==> src/rtl/qdb_pkg.sv <==
package qdb_pkg;
  // Status and enable bit positions; software decodes these positions.
  localparam int STS_W   = 7;
  localparam int B_MBOX  = 0;
  localparam int B_DOVF  = 1;
  localparam int B_RDERR = 2;
  localparam int B_WRERR = 3;
  localparam int B_SWERR = 4;
  localparam int B_HWERR = 5;
  localparam int B_FAULT = 6;
endpackage

==> src/rtl/qdb_counter.sv <==
module qdb_counter #(
  parameter int CNT_W = 20,
  parameter int GRAIN = 8
) (
  input  logic             clk,
  input  logic             rst,
  input  logic             wr_en,
  input  logic [CNT_W-1:0] wr_data,
  input  logic             q_en,
  input  logic             take,
  output logic [CNT_W-1:0] count,
  output logic             req,
  output logic             ovf_pulse,
  output logic             bad_pulse
);
  localparam int GRAIN_LG = $clog2(GRAIN);
  localparam logic [CNT_W-1:0] GRAIN_V = CNT_W'(GRAIN);

  logic [CNT_W-1:0] cnt_q;
  logic             legal;
  logic [CNT_W-1:0] addend;
  logic [CNT_W:0]   sum;
  logic [CNT_W-1:0] wrapped;
  logic             consume;

  // Only whole-instruction multiples are accepted.
  assign legal     = wr_en && (wr_data[GRAIN_LG-1:0] == '0);
  assign bad_pulse = wr_en && !legal;
  assign addend    = legal ? wr_data : '0;
  assign sum       = {1'b0, cnt_q} + {1'b0, addend};
  assign wrapped   = sum[CNT_W-1:0];
  assign ovf_pulse = sum[CNT_W];

  // Request is withheld when the same-cycle add would leave too little.
  assign req     = q_en && (cnt_q >= GRAIN_V) && (wrapped >= GRAIN_V);
  assign consume = req && take;

  always_ff @(posedge clk) begin
    if (rst) cnt_q <= '0;
    else     cnt_q <= consume ? (wrapped - GRAIN_V) : wrapped;
  end

  assign count = cnt_q;
endmodule

==> src/rtl/qdb_status.sv <==
module qdb_status #(
  parameter int W = 7
) (
  input  logic         clk,
  input  logic         rst,
  input  logic [W-1:0] set_vec,
  input  logic         clr_en,
  input  logic [W-1:0] clr_mask,
  input  logic         ien_set_en,
  input  logic [W-1:0] ien_set_mask,
  input  logic         ien_clr_en,
  input  logic [W-1:0] ien_clr_mask,
  output logic [W-1:0] sts,
  output logic [W-1:0] ien,
  output logic         irq
);
  logic [W-1:0] sts_d, ien_d, sts_q, ien_q;
  logic         irq_q;

  genvar i;
  generate
    for (i = 0; i < W; i++) begin : g_bit
      // Event set wins over a same-cycle clear.
      assign sts_d[i] = (sts_q[i] && !(clr_en && clr_mask[i])) || set_vec[i];
      assign ien_d[i] = (ien_q[i] && !(ien_clr_en && ien_clr_mask[i])) ||
                        (ien_set_en && ien_set_mask[i]);
      always_ff @(posedge clk) begin
        if (rst) begin
          sts_q[i] <= 1'b0;
          ien_q[i] <= 1'b0;
        end else begin
          sts_q[i] <= sts_d[i];
          ien_q[i] <= ien_d[i];
        end
      end
    end
  endgenerate

  always_ff @(posedge clk) begin
    if (rst) irq_q <= 1'b0;
    else     irq_q <= |(sts_d & ien_d);
  end

  assign sts = sts_q;
  assign ien = ien_q;
  assign irq = irq_q;
endmodule

==> src/rtl/qdb_irq_ctrl.sv <==
module qdb_irq_ctrl #(
  parameter int CNT_W = 20,
  parameter int GRAIN = 8
) (
  input  logic                     clk,
  input  logic                     rst,
  input  logic                     q_enable,
  input  logic                     db_wr_en,
  input  logic [CNT_W-1:0]         db_wr_data,
  output logic [CNT_W-1:0]         db_count,
  output logic                     fetch_req,
  input  logic                     fetch_take,
  input  logic                     evt_mbox,
  input  logic                     evt_rd_err,
  input  logic                     evt_wr_err,
  input  logic                     evt_sw_err,
  input  logic                     evt_hw_err,
  input  logic                     evt_fault,
  input  logic                     sts_clr_en,
  input  logic [qdb_pkg::STS_W-1:0] sts_clr_mask,
  input  logic                     ien_set_en,
  input  logic [qdb_pkg::STS_W-1:0] ien_set_mask,
  input  logic                     ien_clr_en,
  input  logic [qdb_pkg::STS_W-1:0] ien_clr_mask,
  output logic [qdb_pkg::STS_W-1:0] sts_out,
  output logic [qdb_pkg::STS_W-1:0] ien_out,
  output logic                     irq
);
  import qdb_pkg::*;

  logic             ovf_pulse, bad_pulse;
  logic [STS_W-1:0] set_vec;

  qdb_counter #(.CNT_W(CNT_W), .GRAIN(GRAIN)) u_cnt (
    .clk       (clk),
    .rst       (rst),
    .wr_en     (db_wr_en),
    .wr_data   (db_wr_data),
    .q_en      (q_enable),
    .take      (fetch_take),
    .count     (db_count),
    .req       (fetch_req),
    .ovf_pulse (ovf_pulse),
    .bad_pulse (bad_pulse)
  );

  always_comb begin
    set_vec          = '0;
    set_vec[B_MBOX]  = evt_mbox;
    set_vec[B_DOVF]  = ovf_pulse;
    set_vec[B_RDERR] = evt_rd_err;
    set_vec[B_WRERR] = evt_wr_err;
    set_vec[B_SWERR] = evt_sw_err || bad_pulse;
    set_vec[B_HWERR] = evt_hw_err;
    set_vec[B_FAULT] = evt_fault;
  end

  qdb_status #(.W(STS_W)) u_sts (
    .clk          (clk),
    .rst          (rst),
    .set_vec      (set_vec),
    .clr_en       (sts_clr_en),
    .clr_mask     (sts_clr_mask),
    .ien_set_en   (ien_set_en),
    .ien_set_mask (ien_set_mask),
    .ien_clr_en   (ien_clr_en),
    .ien_clr_mask (ien_clr_mask),
    .sts          (sts_out),
    .ien          (ien_out),
    .irq          (irq)
  );
endmodule

==> config.mk <==
export PLATFORM = sky130hd
export DESIGN_NAME = qdb_irq_ctrl
export DESIGN_NICKNAME = d
export VERILOG_FILES = /design/src/rtl/qdb_pkg.sv /design/src/rtl/qdb_counter.sv /design/src/rtl/qdb_status.sv /design/src/rtl/qdb_irq_ctrl.sv
export SDC_FILE = /design/constraint.sdc
export NUM_CORES = 1
export LEC_CHECK = 0
export BUFFER_PORTS_ARGS = -buffer_cell sky130_fd_sc_hd__buf_2
export CORE_UTILIZATION = 47
export DETAILED_ROUTE_END_ITERATION = 8
export PLACE_DENSITY = 0.78
export SLEW_MARGIN = 25
export SYNTH_ARGS = -nofsm -noshare
export SYNTH_HDL_FRONTEND = slang
export SYNTH_SLANG_ARGS = --single-unit
==> constraint.sdc <==
create_clock -name clk -period 5.1 [get_ports clk]
set_input_delay 1.02 -clock clk [delete_from_list [all_inputs] [get_ports clk]]
set_output_delay 1.02 -clock clk [all_outputs]
set_load 0.03 [all_outputs]
==> results.tsv <==
metric	value	unit
whs	0.522	ns
grt_pass1_wl	14.0	mm
grt-ovfl-total	0	
antenna_found_initial	0	
p_switching	0.000834	W
synth-xor-area-share	7.37	%
pin_count	91	
drtIter0Drc	177	
period_needed	5.08	ns
synth_fa_ha_area_share	10.1	%
hpwl	6.76	mm
worstHoldPathType	reg2reg	
drt-total-wl	9.07	mm
grtUsageTotal	28.8	%
cpMaxStageDelayCell	or3_4	
synth_cells	351	
cp_common_cell	buf_6	
ys_ff_latch	35	
cts.sinks	35	
netlist.area_leader.share	25.0	%
setup_violations	0	
finalPower	0.00187	W
synth_compound_area_share	25.5	%
r2r_end	u_cnt.count[18]	
met3_usage	3.91	%
grt_use_met2	51.1	%
critPathKind	in2out	
firstDrtPassIters	4	
start_util	49.7	%
status	finished, final reports clean	
cts_tree	yes	
synthSimpleGateAreaFrac	28.3	%
synth_largest_area_cell	dfxtp_1	
seq_area_frac_synth	25.0	%
worstPathRequired	4.08	ns
htree_num_levels	2	
grt_max_degree	38	
cp-end-kind	output port	
ir_drop	0.000259	V
routed_via_density	5.78	
die_w	79.2	um
power_frac_seq	21.6	%
final_antenna_net_count	0	
drc	0	
slowest_delay	0.40	ns
drive_gt1_share	46.1	%
async_flop_share	0	%
fmax	197	MHz
crit_start	db_wr_data[2]	
row_count	27	
antenna_cells	0	
syn-cell-area	2800	um2
rsz0062_at_grt	true	
syn_to_final_growth	50.8	%
fin_util	74.9	%
path_clk_slew	0.07	ns
portBuffers	90	
ys_dominant_reg_cell	dfxtp_1	
path_max_fanout	8	
finalHoldViolations	0	
slew_viol_final	0	
wire_per_inst	15.7	um
place.gp.congestion	0.920	
fin_nets	581	
dr_total_vias	3336	
grt_pass1_vias	3074	
synth.avg_cell_area	7.98	um2
critical_path.cell_chain	buf_2, or3_4, nor2_4, buf_6, and2_1, ha_4, a21oi_4, buf_4, o22ai_1, a221oi_2, o21ai_1, xor2_1, nor4b_2, and3_4, nor2_2, buf_6	
clockBufferDepth	2	
cts_hold_buf	0	
clockPowerShare	13.8	%
worstPathArrival	4.06	ns
combPwrFrac	64.7	%
p_leak	1.99	nW
grt_use_met1	35.0	%
place_area	3720	um2
r2r_slack	1.71	ns
p_sw_share	44.7	%
synth.distinct_cells	62	
ctsRootBufferMaster	clkbuf_8	
synth_top_family_by_area	simple AND/OR/NAND/NOR gates	
tightest_slew	0.617	ns
core_area	5640	um2
slew-limit-headroom	58.8	%
post-route-period-util	99.5	%
r2r_cells	13	
intPower	0.00103	W
gr-max-usage-layer	met2	
clk_latency	0.28	ns
cts_made_buffers	5	
synth_warnings	0	
start_kind	input port	
worstSetupEndpoint	fetch_req	
r2r_start	u_cnt.count[8]	
die_y	79.2	um
fin_area	4230	um2
synth_edf_count	0	
die-area	6270	um2
drv_cap	0	
yosys-top-cells-area	dfxtp_1 (25%), ha_1 (9.4%), a21oi_1 (6.4%), nand2_1 (5.0%), nor2_1 (5.0%)	
synthMuxAreaShare	1.43	%
skew	0.00283	ns
power.density	441	nW/um2
power by group through the flow:
stage               combinational (W)  clock, W  sequential [W]
detailed placement            0.00107         0        0.000390
global route                  0.00130  0.000274        0.000406
CTS                           0.00110  0.000264        0.000389
global placement              0.00104         0        0.000388
finish                        0.00121  0.000257        0.000402
floorplan                    0.000566         0        0.000480
per-layer routing:
layer  vias up  routed length [um]
met5         -                   0
met4         0                 209
met3        25                 613
met1      1560                3820
met2       171                4430
li1       1580                   -
flip-flops by register name, summed over array words and instances (netlist names):
signal       count
u_sts.irq        1
u_cnt.count     20
u_sts.ien        7
u_sts.sts        7
cell families after synthesis:
| family | after synthesis |
|---|---|
| AOI/OAI and AO/OA | 101 |
| xor gates and xnor gates | 21 |
| adders and majority gates | 22 |
| buffers and inverters | 16 |
| DFF | 35 |
| muxes | 4 |
| other | 1 |
| and+or+nand+nor | 151 |
area by class of cell:
class,instances,area (um2)
clock buffer,6,82.6
clock inverter,2,35.0
timing repair buffer,153,937
multi-input combinational,303,2360
fill,418,1420
sequential,35,701
inverter,6,22.5
tap,72,90.1
synth_stat cells (4+ instances only):
cell	number
nand4_1	5
nand3_1	10
o21ai_0	17
a31o_2	5
and2_1	19
nor4_1	8
clkbuf_1	9
nor2_1	37
ha_1	21
a22oi_1	7
nand2_1	37
xor2_1	10
inv_1	6
nor2b_1	4
o22ai_1	4
nand2b_1	4
xnor2_1	8
dfxtp_1	35
or3_1	8
mux2i_1	4
a21oi_1	36
per-stage QoR:
step	TNS, ns	instances	setup slack [ns]
global placement	-0.0986	560	-0.0986
floorplan	0	354	0.00184
CTS	0	569	0.0233
finish	0	577	0.0239
detailed placement	-0.183	560	-0.183
global route	-0.0727	577	-0.0727
critical path: cells and delay by family:
kind	cells	cell delay, ns
buffers and inverters	4	0.54
AND/OR/NAND/NOR	6	1.39
AO/OA/AOI/OAI	4	0.69
adder cells (fa/ha/maj)	1	0.22
XOR/XNOR	1	0.19
layout by cell type (no fill, tap or decap), types with 3 or more instances in the layout:
| master | count |
|---|---|
| nand2b_1 | 4 |
| and2_4 | 8 |
| xnor2_1 | 8 |
| buf_6 | 3 |
| or3_1 | 7 |
| nor2b_1 | 4 |
| o22ai_1 | 3 |
| buf_4 | 61 |
| and2_1 | 11 |
| a21o_1 | 3 |
| a22oi_1 | 7 |
| inv_1 | 6 |
| nor2_1 | 35 |
| a31o_2 | 5 |
| mux2i_1 | 4 |
| or2_2 | 3 |
| nand4_1 | 5 |
| ha_1 | 11 |
| xor2_1 | 8 |
| a21oi_4 | 3 |
| a21oi_1 | 27 |
| nand2_1 | 36 |
| buf_2 | 89 |
| xor2_2 | 4 |
| dfxtp_1 | 35 |
| ha_4 | 10 |
| o21ai_1 | 7 |
| clkbuf_8 | 6 |
| o21ai_0 | 10 |
| conb_1 | 4 |
| a21oi_2 | 6 |
| nor4_1 | 7 |
| nand3_1 | 9 |
repair_timing:
item,4_1_cts,5_1_grt
setup buffers,1,8
pin swaps,9,25
resized for setup,17,44
endpoints found under the setup margin,1,1
how the worst min path moves through the flow:
stage | from | end | slack, ns | cells after the start
2_1_floorplan | u_sts.sts[0] | u_sts.sts[0] | 0.68 | 2
3_3_place_gp | u_sts.sts[3] | u_sts.sts[3] | 0.50 | 2
3_5_place_dp | u_sts.sts[5] | u_sts.sts[5] | 0.50 | 2
4_1_cts | u_sts.sts[5] | u_sts.sts[5] | 0.52 | 2
5_1_grt | u_sts.sts[5] | u_sts.sts[5] | 0.55 | 2
6_report | u_sts.sts[5] | u_sts.sts[5] | 0.52 | 2
Note: power is estimated with default switching activity, not from simulation.
